$ cat src/rtl/spi_frame_pkg.sv
package spi_frame_pkg;
    localparam int LEN_W   = 16;
    localparam int HDR_LEN = 5;

    typedef enum logic [2:0] {
        S_IDLE,
        S_HDR,
        S_TXPAY,
        S_PRE,
        S_RXPAY,
        S_DRAIN
    } sfe_state_e;

    typedef logic [LEN_W-1:0] len_t;
endpackage

$ cat src/rtl/sfe_byte_shift.sv
// One SPI byte, polarity 0 / phase 1: drive on the rising edge, sample on the falling edge.
module sfe_byte_shift #(
    parameter int HALF_DIV = 2
) (
    input  logic       clk,
    input  logic       rst_n,
    input  logic       start,
    input  logic [7:0] byte_in,
    input  logic       miso,
    output logic       busy,
    output logic       sclk,
    output logic       mosi,
    output logic       byte_done,
    output logic [7:0] byte_rx
);
    localparam int DIV_W = (HALF_DIV > 1) ? $clog2(HALF_DIV) : 1;
    localparam logic [DIV_W-1:0] DIV_LAST = DIV_W'(HALF_DIV - 1);

    typedef struct packed {
        logic             active;
        logic             sclk;
        logic             mosi;
        logic             done;
        logic [7:0]       sh;
        logic [7:0]       rx;
        logic [2:0]       bitc;
        logic [DIV_W-1:0] div;
    } shift_t;

    shift_t shift_q, shift_d;

    always_comb begin
        shift_d      = shift_q;
        shift_d.done = 1'b0;
        if (!shift_q.active) begin
            if (start) begin
                shift_d.active = 1'b1;
                shift_d.sh     = byte_in;
                shift_d.bitc   = 3'd0;
                shift_d.div    = '0;
                shift_d.sclk   = 1'b0;
            end
        end else if (shift_q.div != DIV_LAST) begin
            shift_d.div = shift_q.div + 1'b1;
        end else begin
            shift_d.div = '0;
            if (!shift_q.sclk) begin
                shift_d.sclk = 1'b1;
                shift_d.mosi = shift_q.sh[7];
                shift_d.sh   = {shift_q.sh[6:0], 1'b0};
            end else begin
                shift_d.sclk = 1'b0;
                shift_d.rx   = {shift_q.rx[6:0], miso};
                shift_d.bitc = shift_q.bitc + 3'd1;
                if (shift_q.bitc == 3'd7) begin
                    shift_d.active = 1'b0;
                    shift_d.done   = 1'b1;
                end
            end
        end
    end

    always_ff @(posedge clk or negedge rst_n) begin
        if (!rst_n) shift_q <= '0;
        else        shift_q <= shift_d;
    end

    assign busy      = shift_q.active;
    assign sclk      = shift_q.sclk;
    assign mosi      = shift_q.mosi;
    assign byte_done = shift_q.done;
    assign byte_rx   = shift_q.rx;

    // data out only moves on a rising clock edge
    a_r7_mosi_on_rise: assert property (@(posedge clk) disable iff (!rst_n)
        !$stable(shift_q.mosi) |-> $rose(shift_q.sclk));

    // a new byte is only launched into an idle shifter
    a_r7_start_when_idle: assert property (@(posedge clk) disable iff (!rst_n)
        start |-> !shift_q.active);
endmodule

$ cat src/rtl/sfe_seq.sv
// Frame sequencer: header / prefix / payload ordering, tag counter, chip select.
module sfe_seq
    import spi_frame_pkg::*;
#(
    parameter logic [7:0] RD_OP   = 8'h80,
    parameter logic [7:0] WR_OP   = 8'hC0,
    parameter int         FID_W   = 6,
    parameter int         PRE_LEN = 9
) (
    input  logic       clk,
    input  logic       rst_n,
    input  logic       tx_req,
    input  len_t       tx_total_len,
    input  len_t       tx_seg_len,
    input  logic       rx_req,
    input  len_t       rx_len,
    input  logic       tx_valid,
    input  logic [7:0] tx_data,
    output logic       tx_ready,
    input  logic       sh_busy,
    input  logic       sh_done,
    input  logic [7:0] sh_rx,
    output logic       start,
    output logic [7:0] start_byte,
    output logic       rx_valid,
    output logic [7:0] rx_data,
    output logic       cs_n,
    output logic       busy,
    output logic       done
);
    localparam int IDX_W = $clog2(PRE_LEN);
    localparam logic [IDX_W-1:0] HDR_LAST = IDX_W'(HDR_LEN - 1);
    localparam logic [IDX_W-1:0] PRE_LAST = IDX_W'(PRE_LEN - 1);

    typedef struct packed {
        sfe_state_e       st;
        logic [IDX_W-1:0] idx;
        len_t             rem;
        len_t             tot;
        logic [FID_W-1:0] fid;
        logic             sel;
        logic             done;
        logic             is_tx;
        logic             fwd;
    } seq_t;

    seq_t seq_q, seq_d;
    logic [7:0] hdr_byte;

    always_comb begin
        case (seq_q.idx)
            IDX_W'(0): hdr_byte = WR_OP;
            IDX_W'(1): hdr_byte = 8'(seq_q.fid);
            IDX_W'(2): hdr_byte = 8'h00;
            IDX_W'(3): hdr_byte = seq_q.tot[7:0];
            default:   hdr_byte = seq_q.tot[15:8];
        endcase
    end

    always_comb begin
        seq_d      = seq_q;
        seq_d.done = 1'b0;
        start      = 1'b0;
        start_byte = 8'h00;
        tx_ready   = 1'b0;
        case (seq_q.st)
            S_IDLE: begin
                if (tx_req) begin
                    seq_d.st    = S_HDR;
                    seq_d.idx   = '0;
                    seq_d.sel   = 1'b1;
                    seq_d.tot   = tx_total_len;
                    seq_d.rem   = tx_seg_len;
                    seq_d.is_tx = 1'b1;
                end else if (rx_req) begin
                    seq_d.st    = S_PRE;
                    seq_d.idx   = '0;
                    seq_d.sel   = 1'b1;
                    seq_d.rem   = rx_len;
                    seq_d.is_tx = 1'b0;
                end
            end
            S_HDR: begin
                if (!sh_busy) begin
                    start      = 1'b1;
                    start_byte = hdr_byte;
                    seq_d.fwd  = 1'b0;
                    if (seq_q.idx == HDR_LAST) begin
                        seq_d.idx = '0;
                        seq_d.st  = (seq_q.rem == '0) ? S_DRAIN : S_TXPAY;
                    end else begin
                        seq_d.idx = seq_q.idx + 1'b1;
                    end
                end
            end
            S_TXPAY: begin
                tx_ready = !sh_busy;
                if (!sh_busy && tx_valid) begin
                    start      = 1'b1;
                    start_byte = tx_data;
                    seq_d.fwd  = 1'b0;
                    seq_d.rem  = seq_q.rem - 1'b1;
                    if (seq_q.rem == len_t'(1)) seq_d.st = S_DRAIN;
                end
            end
            S_PRE: begin
                if (!sh_busy) begin
                    start      = 1'b1;
                    start_byte = (seq_q.idx == '0) ? RD_OP : 8'h00;
                    seq_d.fwd  = 1'b0;
                    if (seq_q.idx == PRE_LAST) begin
                        seq_d.idx = '0;
                        seq_d.st  = (seq_q.rem == '0) ? S_DRAIN : S_RXPAY;
                    end else begin
                        seq_d.idx = seq_q.idx + 1'b1;
                    end
                end
            end
            S_RXPAY: begin
                if (!sh_busy) begin
                    start      = 1'b1;
                    start_byte = 8'h00;
                    seq_d.fwd  = 1'b1;
                    seq_d.rem  = seq_q.rem - 1'b1;
                    if (seq_q.rem == len_t'(1)) seq_d.st = S_DRAIN;
                end
            end
            S_DRAIN: begin
                if (!sh_busy) begin
                    seq_d.st   = S_IDLE;
                    seq_d.sel  = 1'b0;
                    seq_d.done = 1'b1;
                    if (seq_q.is_tx) seq_d.fid = seq_q.fid + 1'b1;
                end
            end
            default: seq_d.st = S_IDLE;
        endcase
    end

    always_ff @(posedge clk or negedge rst_n) begin
        if (!rst_n) seq_q <= '0;
        else        seq_q <= seq_d;
    end

    assign rx_valid = sh_done && seq_q.fwd;
    assign rx_data  = sh_rx;
    assign cs_n     = !seq_q.sel;
    assign busy     = (seq_q.st != S_IDLE);
    assign done     = seq_q.done;

    // the tag moves only at a frame end, and only by one
    a_r3_tag_step: assert property (@(posedge clk) disable iff (!rst_n)
        !$stable(seq_q.fid) |-> (seq_q.done && seq_q.fid == $past(seq_q.fid) + 1'b1));

    // nothing is forwarded while a send frame runs
    a_r6_no_forward_on_send: assert property (@(posedge clk) disable iff (!rst_n)
        rx_valid |-> !seq_q.is_tx);

    // chip select held for every non-idle state
    a_r8_select_held: assert property (@(posedge clk) disable iff (!rst_n)
        (seq_q.st != S_IDLE) |-> seq_q.sel);
endmodule

$ cat src/rtl/spi_frame_engine.sv
module spi_frame_engine
    import spi_frame_pkg::*;
#(
    parameter int         HALF_DIV = 2,
    parameter logic [7:0] RD_OP    = 8'h80,
    parameter logic [7:0] WR_OP    = 8'hC0,
    parameter int         FID_W    = 6,
    parameter int         PRE_LEN  = 9
) (
    input  logic        clk,
    input  logic        rst_n,
    input  logic        tx_req,
    input  logic [15:0] tx_total_len,
    input  logic [15:0] tx_seg_len,
    input  logic        rx_req,
    input  logic [15:0] rx_len,
    input  logic        tx_valid,
    input  logic [7:0]  tx_data,
    output logic        tx_ready,
    output logic        rx_valid,
    output logic [7:0]  rx_data,
    output logic        busy,
    output logic        done,
    output logic        sclk,
    output logic        cs_n,
    output logic        mosi,
    input  logic        miso
);
    logic       sh_busy, sh_done, sh_start;
    logic [7:0] sh_rx, sh_byte;

    sfe_seq #(
        .RD_OP(RD_OP), .WR_OP(WR_OP), .FID_W(FID_W), .PRE_LEN(PRE_LEN)
    ) u_seq (
        .clk(clk), .rst_n(rst_n),
        .tx_req(tx_req), .tx_total_len(tx_total_len), .tx_seg_len(tx_seg_len),
        .rx_req(rx_req), .rx_len(rx_len),
        .tx_valid(tx_valid), .tx_data(tx_data), .tx_ready(tx_ready),
        .sh_busy(sh_busy), .sh_done(sh_done), .sh_rx(sh_rx),
        .start(sh_start), .start_byte(sh_byte),
        .rx_valid(rx_valid), .rx_data(rx_data),
        .cs_n(cs_n), .busy(busy), .done(done)
    );

    sfe_byte_shift #(.HALF_DIV(HALF_DIV)) u_shift (
        .clk(clk), .rst_n(rst_n),
        .start(sh_start), .byte_in(sh_byte), .miso(miso),
        .busy(sh_busy), .sclk(sclk), .mosi(mosi),
        .byte_done(sh_done), .byte_rx(sh_rx)
    );

    // no clock pulse without chip select
    a_r8_sclk_needs_cs: assert property (@(posedge clk) disable iff (!rst_n)
        sclk |-> !cs_n);

    // an empty send stream freezes the serial lines
    a_r9_stall_quiet: assert property (@(posedge clk) disable iff (!rst_n)
        (tx_ready && !tx_valid) |=> ($stable(sclk) && $stable(mosi)));

    // completion is a lone pulse with the bus released
    a_r10_done_released: assert property (@(posedge clk) disable iff (!rst_n)
        done |-> (cs_n && !busy));

    a_r10_done_single: assert property (@(posedge clk) disable iff (!rst_n)
        done |=> !done);
endmodule

$ cat config.mk
export PLATFORM = sky130hd
export DESIGN_NAME = spi_frame_engine
export DESIGN_NICKNAME = d
export VERILOG_FILES = /design/src/rtl/spi_frame_pkg.sv /design/src/rtl/sfe_byte_shift.sv /design/src/rtl/sfe_seq.sv /design/src/rtl/spi_frame_engine.sv
export SDC_FILE = /design/constraint.sdc
export NUM_CORES = 1
export LEC_CHECK = 0
export CAP_MARGIN = 30
export CELL_PAD_IN_SITES_DETAIL_PLACEMENT = 1
export CELL_PAD_IN_SITES_GLOBAL_PLACEMENT = 2
export CORE_ASPECT_RATIO = 2
export CORE_MARGIN = 2
export CORE_UTILIZATION = 42
export CTS_CLUSTER_SIZE = 25
export DETAILED_ROUTE_END_ITERATION = 12
export DONT_BUFFER_PORTS = 1
export PLACE_DENSITY_LB_ADDON = 0.3
export SLEW_MARGIN = 20
export SYNTH_ARGS = -nofsm -noshare
export SYNTH_HDL_FRONTEND = slang
export SYNTH_HIERARCHICAL = 1
export SYNTH_SLANG_ARGS = --single-unit
$ cat constraint.sdc
create_clock -name clk -period 4.9 [get_ports clk]
set_clock_uncertainty 0.2 [all_clocks]
set_input_delay 0 -clock clk [delete_from_list [all_inputs] [get_ports clk]]
set_output_delay 0 -clock clk [all_outputs]
set_load 0.01 [all_outputs]
# == Word-level counts from Yosys, hierarchy flattened ==
# Cells that the tools add are included.
# classes
n_addsub,5
n_eq_ne,24
n_mux,55
n_bitwise,2
reduce_logical,29
# op_table
cell,count
23-bit two-way mux,3
16-bit one-hot mux with 3 select lines,1
8-bit two-way mux,5
16-bit two-way mux,2
8-bit one-hot mux with 4 select lines,1
8-bit one-hot mux with 3 select lines,1
3-bit two-way mux,7
1-bit two-way mux,20
3-bit one-hot mux with 6 select lines,1
3-bit AND reduction,6
"16-bit by 1-bit == test with 1-bit output, second input constant",1
16-bit logical NOT,1
4-bit two-way mux,4
"2-bit != test, second input constant",8
"16-bit by 1-bit subtractor with 16-bit output, second input constant",1
7-bit two-way mux,2
4-bit one-hot mux with 3 select lines,1
4-bit AND reduction,3
3-bit nonzero test,4
11-bit two-way mux,1
"3-bit == test, second input constant",3
"4-bit by 2-bit == test with 1-bit output, second input constant",2
8-bit AND reduction,1
"6-bit by 1-bit adder with 6-bit output, second input constant",1
22 further kinds,35
# totals
ff_bits,73
in_bits,62
out_inout_bits,15
elab_cells,132

# == Logic depth before layout (Yosys ltp) ==
# logic_depth
depth_word,6
depth_mapped,10
ltp_nobuf,8

# == Cells and area by module ==
# The synthesis kept the hierarchy.
# modules_own_cells
module,n_inst,cells_per_inst,area_per_inst_um2,seq_area_each_um2
sfe_seq,1,335,3119.2,1226.2
sfe_byte_shift,1,111,1129.8,600.6

# == Worst setup path after synthesis ==
# No wires, ideal clock.
# synth_path
path_type,reg2reg
from,register u_seq/seq_q[26] (netlist name)
to,register u_seq/seq_q[34] (netlist name)
setup_ns,0.135
t_arrival_ns,1.876
required_ns,4.565
setup_slack_ns,2.689
path_stages_with_launch,7
path_buffers,0
synth_period_minus_slack_ns,2.211
cell_sequence,dfrtp_1 inv_1 ha_1 or3b_2 or3_1 o41ai_1 a21oi_1
# synth_via
elab_chain_cells,3
word_cells_on_any_way,4
cone_classes,add/sub: 1; mux: 3
# synth_rtl
item,line,rtl
start: declaration,sfe_seq.sv:47,"seq_t seq_q, seq_d;"
start signal: assignment,sfe_seq.sv:142,else seq_q <= seq_d;
16-bit by 1-bit subtractor with 16-bit output *,"sfe_seq.sv:102, sfe_seq.sv:124",
16-bit two-way mux (on tied branches),"sfe_seq.sv:120, sfe_seq.sv:98",
16-bit one-hot mux with 3 select lines *,sfe_seq.sv:66,case (seq_q.st)
# Every way passes the cells marked *; elsewhere a longest branch is shown, timed or not. The select of a mux whose other input is x is not followed.
# A chain may end at the register's enable or synchronous reset.

# == Worst setup path after layout ==
# layout_path
from,register u_seq/seq_q[48] (netlist name)
to,register u_seq/seq_q[30] (netlist name)
# layout_via
elab_chain_cells,3
word_cells_on_any_way,9
cone_classes,eq/ne: 5; mux: 1; reduce/logical: 3
# layout_rtl
item,line
3-bit == test (tied with other cells),sfe_seq.sv:66
2-bit != test (no source line) (tied with other cells),n/a
4-bit AND reduction (no source line),n/a
# Parallel ways exist; a longest one is shown, timed or not.

==> reports/qor.txt <==
Hold WC Path Type - in2async
Critical path endpoint category - flip-flop
Synth Area in XOR/XNOR - 0.01443
Vias - 3429
Fin nets - 551
CP top delay family - buffers and inverters
Post-Synth Adder-Cell Area - 0.02945
Syn Inst Count - 446
Cell variety after synth - 68
Fill cell count - 1118
Final hold viol count - 0
Fin crit period - 3.025 ns
CTS tree - done
M2 GR Usage - 0.3386
Main combinational cell family by area after synthesis - simple AND/OR/NAND/NOR gates
Worst Path Required - 4.97 ns
Sequential fraction of the synthesis area - 0.4299
Worst r2r dst - u_seq/seq_q[30]
Post-CTS Resized - 0
Crit Reg-Reg Startpoint - u_seq/seq_q[48]
PD cells - 255.1 mW/mm^2
CTS H-tree depth - 3
DRC - 0
Vias in the first global route - 3566
Detailed Place HPWL - 7058 um
Worst skew pair latency - 0.33 ns
Largest net degree at the start of global routing - 74
FP Rows - 52
Via density - 5.540
CP peak stage delay - 0.75 ns
Post-synth EDFFs - 0
GP Congestion - 0.8051
Die Y - 146.2 um
Root Driver - clkbuf_16
Syn Nets - 518
Diodes inserted - 0
Kind of critical path - reg2reg
Worst path arrival time - 3.10 ns
Peak VDD IR - 0.1829 mV
Crit path to - u_seq/seq_q[30]
Multiplexer area fraction after synthesis - 0.08245
Post-Route WL - 10930 um
Final period util - 0.6173
CP cell instances - xor2_1, and2_0, buf_6, a211oi_1, dlygate4sd3_1, a31oi_1, o22a_1
CP bufs+invs - 2
Synth Cell Area - 0.004249 sq mm
M1 GR Usage - 0.2795
IO Port Bufs - 0
Final TNS setup - 0 ns
CP max-delay cell - dfrtp_1
Crit Path Max Fanout - 21
Most used DFF post-synth - dfrtp_1
Worst-case reg-to-reg path depth - 7
Iteration-0 DRC Markers - 125
Total congestion overflow - 0
First-pass DRT Iterations - 4
Highest-count cells in the layout ignoring fill and taps - 73 x dfrtp_1, 61 x dlygate4sd3_1, 59 x nand2_1, 28 x a21oi_1, 28 x o21ai_0
Max-Cap Viols - 0
Avg Inst Size Synth - 9.527 sq um
Initial antenna violation count - 0
Status - finished, final reports clean
Reg2reg setup slack - 1.88 ns
Total CTS buffers - 9
CP Depth - 7
Post-DRT Antenna Nets - 0
GRT Resource Usage Total - 0.2110
Initial Util - 0.4268
Worst-path clk slew - 0.06 ns
Die X - 75.12 um
Drt wl/cell - 17.65 um
Core ar. - 0.009955 sq mm
Critical Path Source Type - flip-flop
Crit path launch - u_seq/seq_q[48]
Pins Over Slew Limit - 0
Flops & latches, synth - 73
Yosys warns - 6
Tightest Pin Transition - 0.8914 ns
Sink Count - 73
Most common cell after layout, fill and taps aside - dfrtp_1
Die footprint - 0.01099 sq mm
Max-slew headroom - 0.3993
First-pass GRT wire length - 18040 um
I/O pins - 77
Synth Area in Compound Gates - 0.1840
Clk buf depth - 2
Fraction of layout cells with a size suffix above 1 - 0.1343
F_max - 330.6 MHz
Unrepaired setup endpoints after global routing - false
Simple-Gate Fraction of Synth Area - 0.1867
Final Util - 0.5143
Asr flop ratio synth - 1.000
Busiest metal layer after global routing - met2
Met3 usage in global routing - 0.03727
Synth-to-Final Area Change - 20.49%
Setup Viol. Count Final - 0
Leakage - 2.298 nW
## cell families (layout without fill, tap and decap cells)
kind of cell / after synthesis / after routing
adders and majority gates: 10 / 10
buffers and inverters: 55 / 93
xor gates and xnor gates: 7 / 7
muxes: 32 / 32
AOI/OAI and AO/OA: 115 / 115
DFF: 73 / 73
and+or+nand+nor: 154 / 154
## where the power goes
| group | switching, mW | internal (mW) | total [mW] |
|---|---|---|---|
| Sequential | 0.00469 | 0.606 | 0.611 |
| Combinational | 0.0338 | 0.0515 | 0.0852 |
| Clock | 0.264 | 0.346 | 0.610 |
| Total | 0.303 | 1.00 | 1.31 |
## repair_timing
action / in CTS / in global routing
hold buffers: 61 / 1
endpoints found under the hold margin: 118 / 1
buffers inserted: 0 / 0
## worst register-to-register path, cell delays in order, from the launching register on
cell	delay [ns]
dfrtp_1	0.75
xor2_1	0.33
and2_0	0.53
buf_6	0.23
a211oi_1	0.06
dlygate4sd3_1	0.56
a31oi_1	0.15
o22a_1	0.15
## worst min path at each step
stage | from | endpoint | slack, ns | cells after the start
2_1_floorplan | rst_n | u_seq/done | -0.50 | 0
3_3_place_gp | rst_n | u_seq/seq_q[20] | -0.49 | 0
3_5_place_dp | rst_n | u_shift/shift_q[15] | -0.49 | 0
4_1_cts | tx_req | u_seq/seq_q[28] | 0.01 | 4
5_1_grt | rx_len[2] | u_seq/seq_q[28] | 0.02 | 4
6_report | rst_n | u_seq/seq_q[24] | 0.02 | 2
## cell usage after synthesis (8+ instances only)
cell type / n / area share
nor3_1: 8 / 0.0094
buf_4: 20 / 0.035
a21oi_1: 28 / 0.033
o21ai_0: 28 / 0.033
clkbuf_1: 15 / 0.013
nand3_1: 10 / 0.012
mux2_2: 20 / 0.053
nand2_1: 59 / 0.052
nor2_1: 26 / 0.023
ha_1: 10 / 0.029
inv_1: 9 / 0.0079
mux2i_1: 11 / 0.026
dfrtp_1: 73 / 0.43
## sequential cells by signal (all words and copies together) (netlist names)
name               flops
u_seq/done             1
u_seq/seq_q           48
u_shift/busy           1
u_shift/byte_done      1
u_shift/byte_rx        8
u_shift/mosi           1
u_shift/sclk           1
u_shift/shift_q       12
## layout make-up
class                           instances  area (sq um)  area share
Clock buffer                            9         225.2     0.04399
Sequential cell                        73          1827      0.3568
Inverter                               10         37.54    0.007331
Clock inverter                          7         57.56     0.01124
Tap cell                              135         168.9     0.03299
Timing Repair Buffer                   67         684.4      0.1337
Multi-Input combinational cell        318          2120      0.4140
## stage by stage
step                setup slack (ns)  hold WS, ns  instance area [sq um]  total power [mW]  std cells
floorplan                      2.689      -0.4956                   4249            0.6511        446
global placement               2.044      -0.4935                   4168            0.6430        538
detailed placement             1.926      -0.4929                   4173            0.6441        539
CTS                            1.617      0.01367                   5084             1.326        616
global route                   1.676      0.02226                   5120             1.362        619
finish                         1.875      0.02300                   5120             1.306        619
## layer usage
| metal | up-vias | part of all wire |
|---|---|---|
| met5 | - | 0 |
| met4 | 0 | 0.015 |
| met3 | 10 | 0.032 |
| met2 | 54 | 0.51 |
| met1 | 1700 | 0.44 |
| li1 | 1665 | - |
Note: power is estimated with default switching activity, not from simulation.
